`src/rtl/ocw_pkg.sv`:
```
package ocw_pkg;
    typedef enum logic [1:0] {
        ST_IDLE,
        ST_CHECK,
        ST_COMMIT,
        ST_REJECT
    } wr_state_e;

    typedef enum logic [1:0] {
        VD_OK,
        VD_BAD_CMD,
        VD_BAD_DATA
    } verdict_e;

    localparam int PAGE_W = 8;
    localparam logic [PAGE_W-1:0] PG_CH0 = 8'h00;
    localparam logic [PAGE_W-1:0] PG_CH1 = 8'h01;
    localparam logic [PAGE_W-1:0] PG_ALL = 8'hFF;
endpackage

```
`src/rtl/ocw_wr_fsm.sv`:
```
module ocw_wr_fsm
    import ocw_pkg::*;
#(
    parameter int MANT_W   = 11,
    parameter int WORD_W   = 16,
    parameter int MANT_MIN = 4,
    parameter int MANT_MAX = 98,
    parameter int MANT_DEF = 54
) (
    input  logic              clk,
    input  logic              rst_n,
    input  logic              page_wr,
    input  logic [PAGE_W-1:0] page_din,
    input  logic              lim_wr,
    input  logic [WORD_W-1:0] lim_din,
    input  logic              ch1_slave,
    input  logic [MANT_W-1:0] flt_lim0,
    input  logic [MANT_W-1:0] flt_lim1,
    output logic [MANT_W-1:0] thr0_q,
    output logic [MANT_W-1:0] thr1_q,
    output logic              wr_ack,
    output logic              wr_nack,
    output logic              err_cmd,
    output logic              err_data
);
    localparam logic [MANT_W-1:0] MIN_V = MANT_W'(MANT_MIN);
    localparam logic [MANT_W-1:0] MAX_V = MANT_W'(MANT_MAX);
    localparam logic [MANT_W-1:0] DEF_V = MANT_W'(MANT_DEF);

    wr_state_e         state_q, state_d;
    verdict_e          verdict_q, verdict_d;
    logic [PAGE_W-1:0] page_q;
    logic [MANT_W-1:0] cap_q;
    logic              sel0, sel1, bad_cmd, in_rng, over;
    logic signed [MANT_W-1:0] cap_s;

    // target decode and validation
    always_comb begin
        cap_s   = cap_q;
        sel0    = (page_q == PG_CH0) || (page_q == PG_ALL);
        sel1    = (page_q == PG_CH1) || ((page_q == PG_ALL) && !ch1_slave);
        bad_cmd = !(sel0 || sel1) || ((page_q == PG_CH1) && ch1_slave);
        in_rng  = (cap_s >= $signed(MIN_V)) && (cap_s <= $signed(MAX_V));
        over    = (sel0 && (cap_q > flt_lim0)) || (sel1 && (cap_q > flt_lim1));
        if (bad_cmd)
            verdict_d = VD_BAD_CMD;
        else if (!in_rng || over)
            verdict_d = VD_BAD_DATA;
        else
            verdict_d = VD_OK;
    end

    // next state
    always_comb begin
        state_d = state_q;
        unique case (state_q)
            ST_IDLE:   if (lim_wr) state_d = ST_CHECK;
            ST_CHECK:  state_d = (verdict_d == VD_OK) ? ST_COMMIT : ST_REJECT;
            ST_COMMIT: state_d = ST_IDLE;
            ST_REJECT: state_d = ST_IDLE;
            default:   state_d = ST_IDLE;
        endcase
    end

    // state register
    always_ff @(posedge clk or negedge rst_n) begin
        if (!rst_n) state_q <= ST_IDLE;
        else        state_q <= state_d;
    end

    // data registers
    always_ff @(posedge clk or negedge rst_n) begin
        if (!rst_n) begin
            page_q    <= PG_CH0;
            cap_q     <= '0;
            verdict_q <= VD_OK;
            thr0_q    <= DEF_V;
            thr1_q    <= DEF_V;
        end else begin
            if (page_wr) page_q <= page_din;
            if (state_q == ST_IDLE && lim_wr) cap_q <= lim_din[MANT_W-1:0];
            if (state_q == ST_CHECK) begin
                verdict_q <= verdict_d;
                if (verdict_d == VD_OK) begin
                    if (sel0) thr0_q <= cap_q;
                    if (sel1) thr1_q <= cap_q;
                end
            end
        end
    end

    // outputs
    always_comb begin
        wr_ack   = (state_q == ST_COMMIT);
        wr_nack  = (state_q == ST_REJECT);
        err_cmd  = (state_q == ST_REJECT) && (verdict_q == VD_BAD_CMD);
        err_data = (state_q == ST_REJECT) && (verdict_q == VD_BAD_DATA);
    end

    AST_SLAVE_PAGE_NACK: assert property (@(posedge clk) disable iff (!rst_n)
        (state_q == ST_CHECK && page_q == PG_CH1 && ch1_slave) |=> wr_nack);
    AST_THR_IN_RANGE: assert property (@(posedge clk) disable iff (!rst_n)
        (thr0_q >= MIN_V && thr0_q <= MAX_V && thr1_q >= MIN_V && thr1_q <= MAX_V));
    AST_THR_HOLD: assert property (@(posedge clk) disable iff (!rst_n)
        (state_q != ST_CHECK) |=> ($stable(thr0_q) && $stable(thr1_q)));
    AST_ONE_RESPONSE: assert property (@(posedge clk) disable iff (!rst_n)
        (wr_ack || wr_nack) |=> !(wr_ack || wr_nack));
endmodule

```
`src/rtl/ocw_cmp.sv`:
```
module ocw_cmp #(
    parameter int MANT_W = 11
) (
    input  logic              ch1_slave,
    input  logic [MANT_W-1:0] thr0,
    input  logic [MANT_W-1:0] thr1,
    input  logic              meas_valid,
    input  logic              meas_ch,
    input  logic [MANT_W-1:0] meas_cur,
    output logic [MANT_W-1:0] eff1,
    output logic              hit0,
    output logic              hit1
);
    always_comb begin
        eff1 = ch1_slave ? thr0 : thr1;
        hit0 = meas_valid && !meas_ch && (meas_cur >= thr0);
        hit1 = meas_valid &&  meas_ch && (meas_cur >= eff1);
    end
endmodule

```
`src/rtl/ocw_status.sv`:
```
module ocw_status (
    input  logic       clk,
    input  logic       rst_n,
    input  logic       clr,
    input  logic       hit0,
    input  logic       hit1,
    input  logic       err_cmd,
    input  logic       err_data,
    output logic [7:0] iout_stat0,
    output logic [7:0] iout_stat1,
    output logic [15:0] stat_word,
    output logic [7:0] cml_stat,
    output logic       alert_n
);
    localparam int NB = 4;
    logic [NB-1:0] bits_q, set_ev;

    assign set_ev = {err_data, err_cmd, hit1, hit0};

    always_ff @(posedge clk or negedge rst_n) begin
        if (!rst_n)   bits_q <= '0;
        else if (clr) bits_q <= set_ev;
        else          bits_q <= bits_q | set_ev;
    end

    always_comb begin
        iout_stat0 = {2'b00, bits_q[0], 5'b00000};
        iout_stat1 = {2'b00, bits_q[1], 5'b00000};
        cml_stat   = {bits_q[2], bits_q[3], 6'b000000};
        stat_word  = {1'b0, |bits_q[1:0], 12'h000, |bits_q[3:2], |bits_q[1:0]};
        alert_n    = ~(|bits_q);
    end

    AST_OCW_SETS: assert property (@(posedge clk) disable iff (!rst_n)
        hit0 |=> iout_stat0[5]);
    AST_STICKY: assert property (@(posedge clk) disable iff (!rst_n)
        (iout_stat1[5] && !clr) |=> iout_stat1[5]);
    AST_ALERT_ON_ERR: assert property (@(posedge clk) disable iff (!rst_n)
        (err_cmd || err_data) |=> !alert_n);
endmodule

```
`src/rtl/ocw_limit_regs.sv`:
```
module ocw_limit_regs
    import ocw_pkg::*;
#(
    parameter int MANT_W    = 11,
    parameter int EXP_W     = 5,
    parameter int MANT_MIN  = 4,
    parameter int MANT_MAX  = 98,
    parameter int MANT_DEF  = 54,
    parameter logic [4:0] EXP_FIXED = 5'b11111
) (
    input  logic                    clk,
    input  logic                    rst_n,
    input  logic                    page_wr,
    input  logic [7:0]              page_din,
    input  logic                    lim_wr,
    input  logic [MANT_W+EXP_W-1:0] lim_din,
    input  logic                    ch1_slave,
    input  logic [MANT_W-1:0]       flt_lim_ch0,
    input  logic [MANT_W-1:0]       flt_lim_ch1,
    input  logic                    meas_valid,
    input  logic                    meas_ch,
    input  logic [MANT_W-1:0]       meas_cur,
    input  logic                    clr_faults,
    output logic [MANT_W+EXP_W-1:0] lim_word_ch0,
    output logic [MANT_W+EXP_W-1:0] lim_word_ch1,
    output logic                    wr_ack,
    output logic                    wr_nack,
    output logic [7:0]              iout_stat_ch0,
    output logic [7:0]              iout_stat_ch1,
    output logic [15:0]             stat_word,
    output logic [7:0]              cml_stat,
    output logic                    alert_n
);
    localparam int WORD_W = MANT_W + EXP_W;

    logic [MANT_W-1:0] thr0, thr1, eff1;
    logic hit0, hit1, err_cmd, err_data;

    ocw_wr_fsm #(
        .MANT_W(MANT_W), .WORD_W(WORD_W), .MANT_MIN(MANT_MIN),
        .MANT_MAX(MANT_MAX), .MANT_DEF(MANT_DEF)
    ) u_fsm (
        .clk(clk), .rst_n(rst_n), .page_wr(page_wr), .page_din(page_din),
        .lim_wr(lim_wr), .lim_din(lim_din), .ch1_slave(ch1_slave),
        .flt_lim0(flt_lim_ch0), .flt_lim1(flt_lim_ch1),
        .thr0_q(thr0), .thr1_q(thr1), .wr_ack(wr_ack), .wr_nack(wr_nack),
        .err_cmd(err_cmd), .err_data(err_data)
    );

    ocw_cmp #(.MANT_W(MANT_W)) u_cmp (
        .ch1_slave(ch1_slave), .thr0(thr0), .thr1(thr1),
        .meas_valid(meas_valid), .meas_ch(meas_ch), .meas_cur(meas_cur),
        .eff1(eff1), .hit0(hit0), .hit1(hit1)
    );

    ocw_status u_stat (
        .clk(clk), .rst_n(rst_n), .clr(clr_faults), .hit0(hit0), .hit1(hit1),
        .err_cmd(err_cmd), .err_data(err_data),
        .iout_stat0(iout_stat_ch0), .iout_stat1(iout_stat_ch1),
        .stat_word(stat_word), .cml_stat(cml_stat), .alert_n(alert_n)
    );

    assign lim_word_ch0 = {EXP_FIXED, thr0};
    assign lim_word_ch1 = {EXP_FIXED, eff1};

    AST_ACK_NACK_EXCL: assert property (@(posedge clk) disable iff (!rst_n)
        !(wr_ack && wr_nack));
    AST_SLAVE_FOLLOW: assert property (@(posedge clk) disable iff (!rst_n)
        ch1_slave |-> (lim_word_ch1 == lim_word_ch0));
endmodule

```
`config.mk`:
```
export PLATFORM = sky130hd
export DESIGN_NAME = ocw_limit_regs
export DESIGN_NICKNAME = d
export VERILOG_FILES = /design/src/rtl/ocw_pkg.sv /design/src/rtl/ocw_wr_fsm.sv /design/src/rtl/ocw_cmp.sv /design/src/rtl/ocw_status.sv /design/src/rtl/ocw_limit_regs.sv
export SDC_FILE = /design/constraint.sdc
export NUM_CORES = 1
export LEC_CHECK = 0
export ABC_AREA = 1
export BUFFER_PORTS_ARGS = -buffer_cell sky130_fd_sc_hd__buf_2
export CAP_MARGIN = 30
export CORE_AREA = 5 5 105 107
export DETAILED_ROUTE_END_ITERATION = 10
export DIE_AREA = 0 0 110 112
export GPL_TIMING_DRIVEN = 0
export PLACE_DENSITY = 0.75
export SLEW_MARGIN = 20
export SYNTH_ARGS = -nofsm -noshare
export SYNTH_HDL_FRONTEND = slang
export SYNTH_HIERARCHICAL = 1
export SYNTH_SLANG_ARGS = --single-unit
export TNS_END_PERCENT = 20
```
`constraint.sdc`:
```
create_clock -name clk -period 5.1 [get_ports clk]
set_input_delay 0.765 -clock clk [delete_from_list [all_inputs] [get_ports clk]]
set_output_delay 0.765 -clock clk [all_outputs]
set_load 0.02 [all_outputs]
```
==> results.toml <==
[outcome]
status = "completed"

[synthesis]
synth_area_leader_cell = "dfrtp_1"
syn_area_um2 = 3920
synth.top_cell.area_share_pct = 26.2
postSynthCellCount = 499
dominantRegCellSynth = "dfrtp_1"
synth.distinct_cells = 32
yosys_warnings = 6
ys_ff_latch = 49
yosysSeqAreaShare_pct = 31.6
synthTopCellsByArea = "dfrtp_1 (26%), ha_1 (14%), nand2_1 (10%), buf_4 (8.4%), inv_1 (8.0%)"
synth_edf_count = 0
ys_async_sr_fraction_pct = 100
syn_avg_cell_area_um2 = 7.85

[critical_path]
critPathLaunch = "ch1_slave"
crit_slowest_cell = "o21ai_1"
cpPeakStageDelay_ns = 0.25
cp_max_fo = 10
rr_endpoint = "u_fsm/thr0_q[9]$_DFFE_PN0P_"
crit_chain = "buf_2 -> buf_2 -> o21ai_1 -> inv_1 -> buf_2"
arrival_ns = 1.53
cp.buffers_inverters = 4
cp_data_required_time_ns = 4.34
crit_path_end_kind = "output pin"
timing.reg2reg.setup_slack_ns = 3.15
crit_top_cell = "buf_2"
path_delay_family = "buffers and inverters"
path_depth = 5
rr_startpoint = "u_fsm/cap_q[6]$_DFFE_PN0P_"
start_kind = "input port"
r2r_cells = 11
setup.worst_path.end = "lim_word_ch1[7]"
path_class = "input port to output pin"

[power_and_ir_drop]
combPwrFrac_pct = 42.5
p_per_area_nw_per_um2 = 295
p_seq_share_pct = 38.3
swShare_pct = 40.0
leakage_nw = 2.86
p_switching_mw = 0.568
p_total_mw = 1.42
power.internal_mw = 0.854
p_clk_share_pct = 19.3
vdd_drop_max_mv = 0.193

[sta]
fin_crit_sh_pct = 45.0
fin_crit_ns = 2.30
report.final.slew_viol_count = 0
grt_setup_unrepaired = "false"
max_freq_mhz = 435
setup-violations-final = 0
finalClockSkew_ns = 0.00611
hold_viol = 0
fin_tns_setup_ns = 0

[layout]
finalCoreUtilization_pct = 48.0
num_antenna_cells = 0
drive_above_1_share_pct = 34.3
syn2layout_area_growth_pct = 23.1
nets = 747

[global_routing]
grt_pass1_vias = 3397
grt-ovfl-total = 0
grtUsageTotal_pct = 14.5
grt_first_pass_wirelength_um = 14600
grt_max_degree = 34
antenna_found_initial = 0

[die]
initial_core_util_pct = 39.0
die_y_um = 112
core.rowCount = 37
pin_count = 140
die_w_um = 110
core_um2 = 10000
dieArea_um2 = 12300

[clocking]
clk_root_buffer_cell = "clkbuf_8"
post-cts-setup-buffer-count = 0
ctsHtreeMaxLevel = 2
clk_pin_slew_worst_paths_ns = 0.09
clk_path_buf_depth = 2
cts_buffers = 5
cts_tree = "yes"
numClockSinks = 49
clk_latency_ns = 0.30
cts-resized-gates = 0
holdBufCountCts = 0

[routing]
drc = 0
wl_per_cell_um = 11.2
viasPerCell = 4.26
num_vias = 3303
drtIter0Drc = 78
drt_pass1_iterations = 5
wirelength_um = 8670
drtAntennaViolNets = 0

[placed_design]
hpwl_um = 7610
place.gp.congestion = 0.854
io_buffer_count = 90

[worst_hold_path]
hold_class = "input port to asynchronous set/reset pin"

[run]
drv_cap = 0
area by class of cell:
class,count,area (um2)
Timing Repair Buffer,91,470
Buffer,49,360
Multi-Input combinational cell,350,2130
Inverter,92,348
Clock inverter,3,41.3
Fill cell,1001,5220
Tap cell,136,170
Clock buffer,5,68.8
Sequential cell,49,1240
cells in the mapped netlist, types with 2 or more instances:
cell type,n
nand2_1,109
inv_1,83
buf_4,44
ha_1,44
dfrtp_1,41
nor2_1,30
nand3_1,26
mux2_2,17
nor2_2,15
a21oi_1,14
o21ai_1,12
nand2_2,11
dfstp_2,8
inv_2,8
nor2_4,8
o21bai_1,4
a21o_1,3
buf_2,3
conb_1,2
nand3_4,2
nand4_1,2
nor3_1,2
o21ai_0,2
worst min path at each step:
stage / from / end / cells after the start
2_1_floorplan: u_fsm/thr1_q[0]$_DFFE_PN0P_ / u_fsm/thr1_q[0]$_DFFE_PN0P_ / 2
3_3_place_gp: u_fsm/thr1_q[2]$_DFFE_PN1P_ / u_fsm/thr1_q[2]$_DFFE_PN1P_ / 2
3_5_place_dp: u_fsm/thr1_q[5]$_DFFE_PN1P_ / u_fsm/thr1_q[5]$_DFFE_PN1P_ / 2
4_1_cts: rst_n / u_stat/bits_q[2]$_DFF_PN0_ / 1
5_1_grt: rst_n / u_stat/bits_q[2]$_DFF_PN0_ / 1
6_report: rst_n / u_stat/bits_q[2]$_DFF_PN0_ / 1
layout by cell type (no fill, tap or decap), drive strengths merged:
| cell | netlist | final |
|---|---|---|
| o21bai | 4 | 4 |
| buf | 48 | 139 |
| mux2 | 17 | 17 |
| bufinv | 0 | 1 |
| nor2 | 54 | 54 |
| dfstp | 8 | 8 |
| clkinv | 0 | 1 |
| nand4 | 2 | 2 |
| dfrtp | 41 | 41 |
| ha | 44 | 44 |
| a21oi | 15 | 15 |
| conb | 2 | 43 |
| o21ai | 14 | 14 |
| nor3 | 2 | 2 |
| a21o | 3 | 3 |
| nand2 | 121 | 121 |
| clkinvlp | 0 | 1 |
| o21a | 1 | 1 |
| clkbuf | 1 | 6 |
| nand3 | 28 | 28 |
| nor3b | 1 | 1 |
| inv | 92 | 92 |
| o22ai | 1 | 1 |
power by group through the flow:
stage	clock, mW	combinational (mW)	sequential (mW)
global route	0.302	0.700	0.557
CTS	0.283	0.613	0.546
detailed placement	0	0.609	0.553
global placement	0	0.585	0.549
finish	0.274	0.604	0.544
floorplan	0	0.462	0.531
logic make-up (layout without fill, tap and decap cells):
kind of cell | count (synthesis) | in the layout | share of synthesized area, %
AOI/OAI and AO/OA | 38 | 38 | 5.69
muxes | 17 | 17 | 4.89
buffers and inverters | 141 | 240 | 18.1
and+or+nand+nor | 208 | 208 | 25.6
adders and majority gates | 44 | 44 | 14.1
other | 2 | 43 | 0.192
DFF | 49 | 49 | 31.6
per-layer routing:
layer  track usage [%]  part of all wire [%]
met1              17.6                    42
met2              25.2                    46
met4              3.33                   1.6
met3              3.94                    10
met5                 0                     0
metrics by stage:
stage	setup slack (ns)	std cells	hold WS (ns)	cell area, um2
2_1_floorplan	3.00	540	0.438	4070
3_3_place_gp	2.70	766	0.454	4690
3_5_place_dp	2.69	767	0.458	4710
4_1_cts	2.79	775	0.387	4820
5_1_grt	2.72	775	0.394	4820
6_report	2.80	775	0.380	4820
registers in the layout, indices dropped and copies added (netlist names):
signal,cells
u_fsm/cap_q,11
u_fsm/page_q,8
u_fsm/state_q,2
u_fsm/thr0_q,11
u_fsm/thr1_q,11
u_fsm/verdict_q,2
u_stat/bits_q,4
Note: power is estimated with default switching activity, not from simulation.
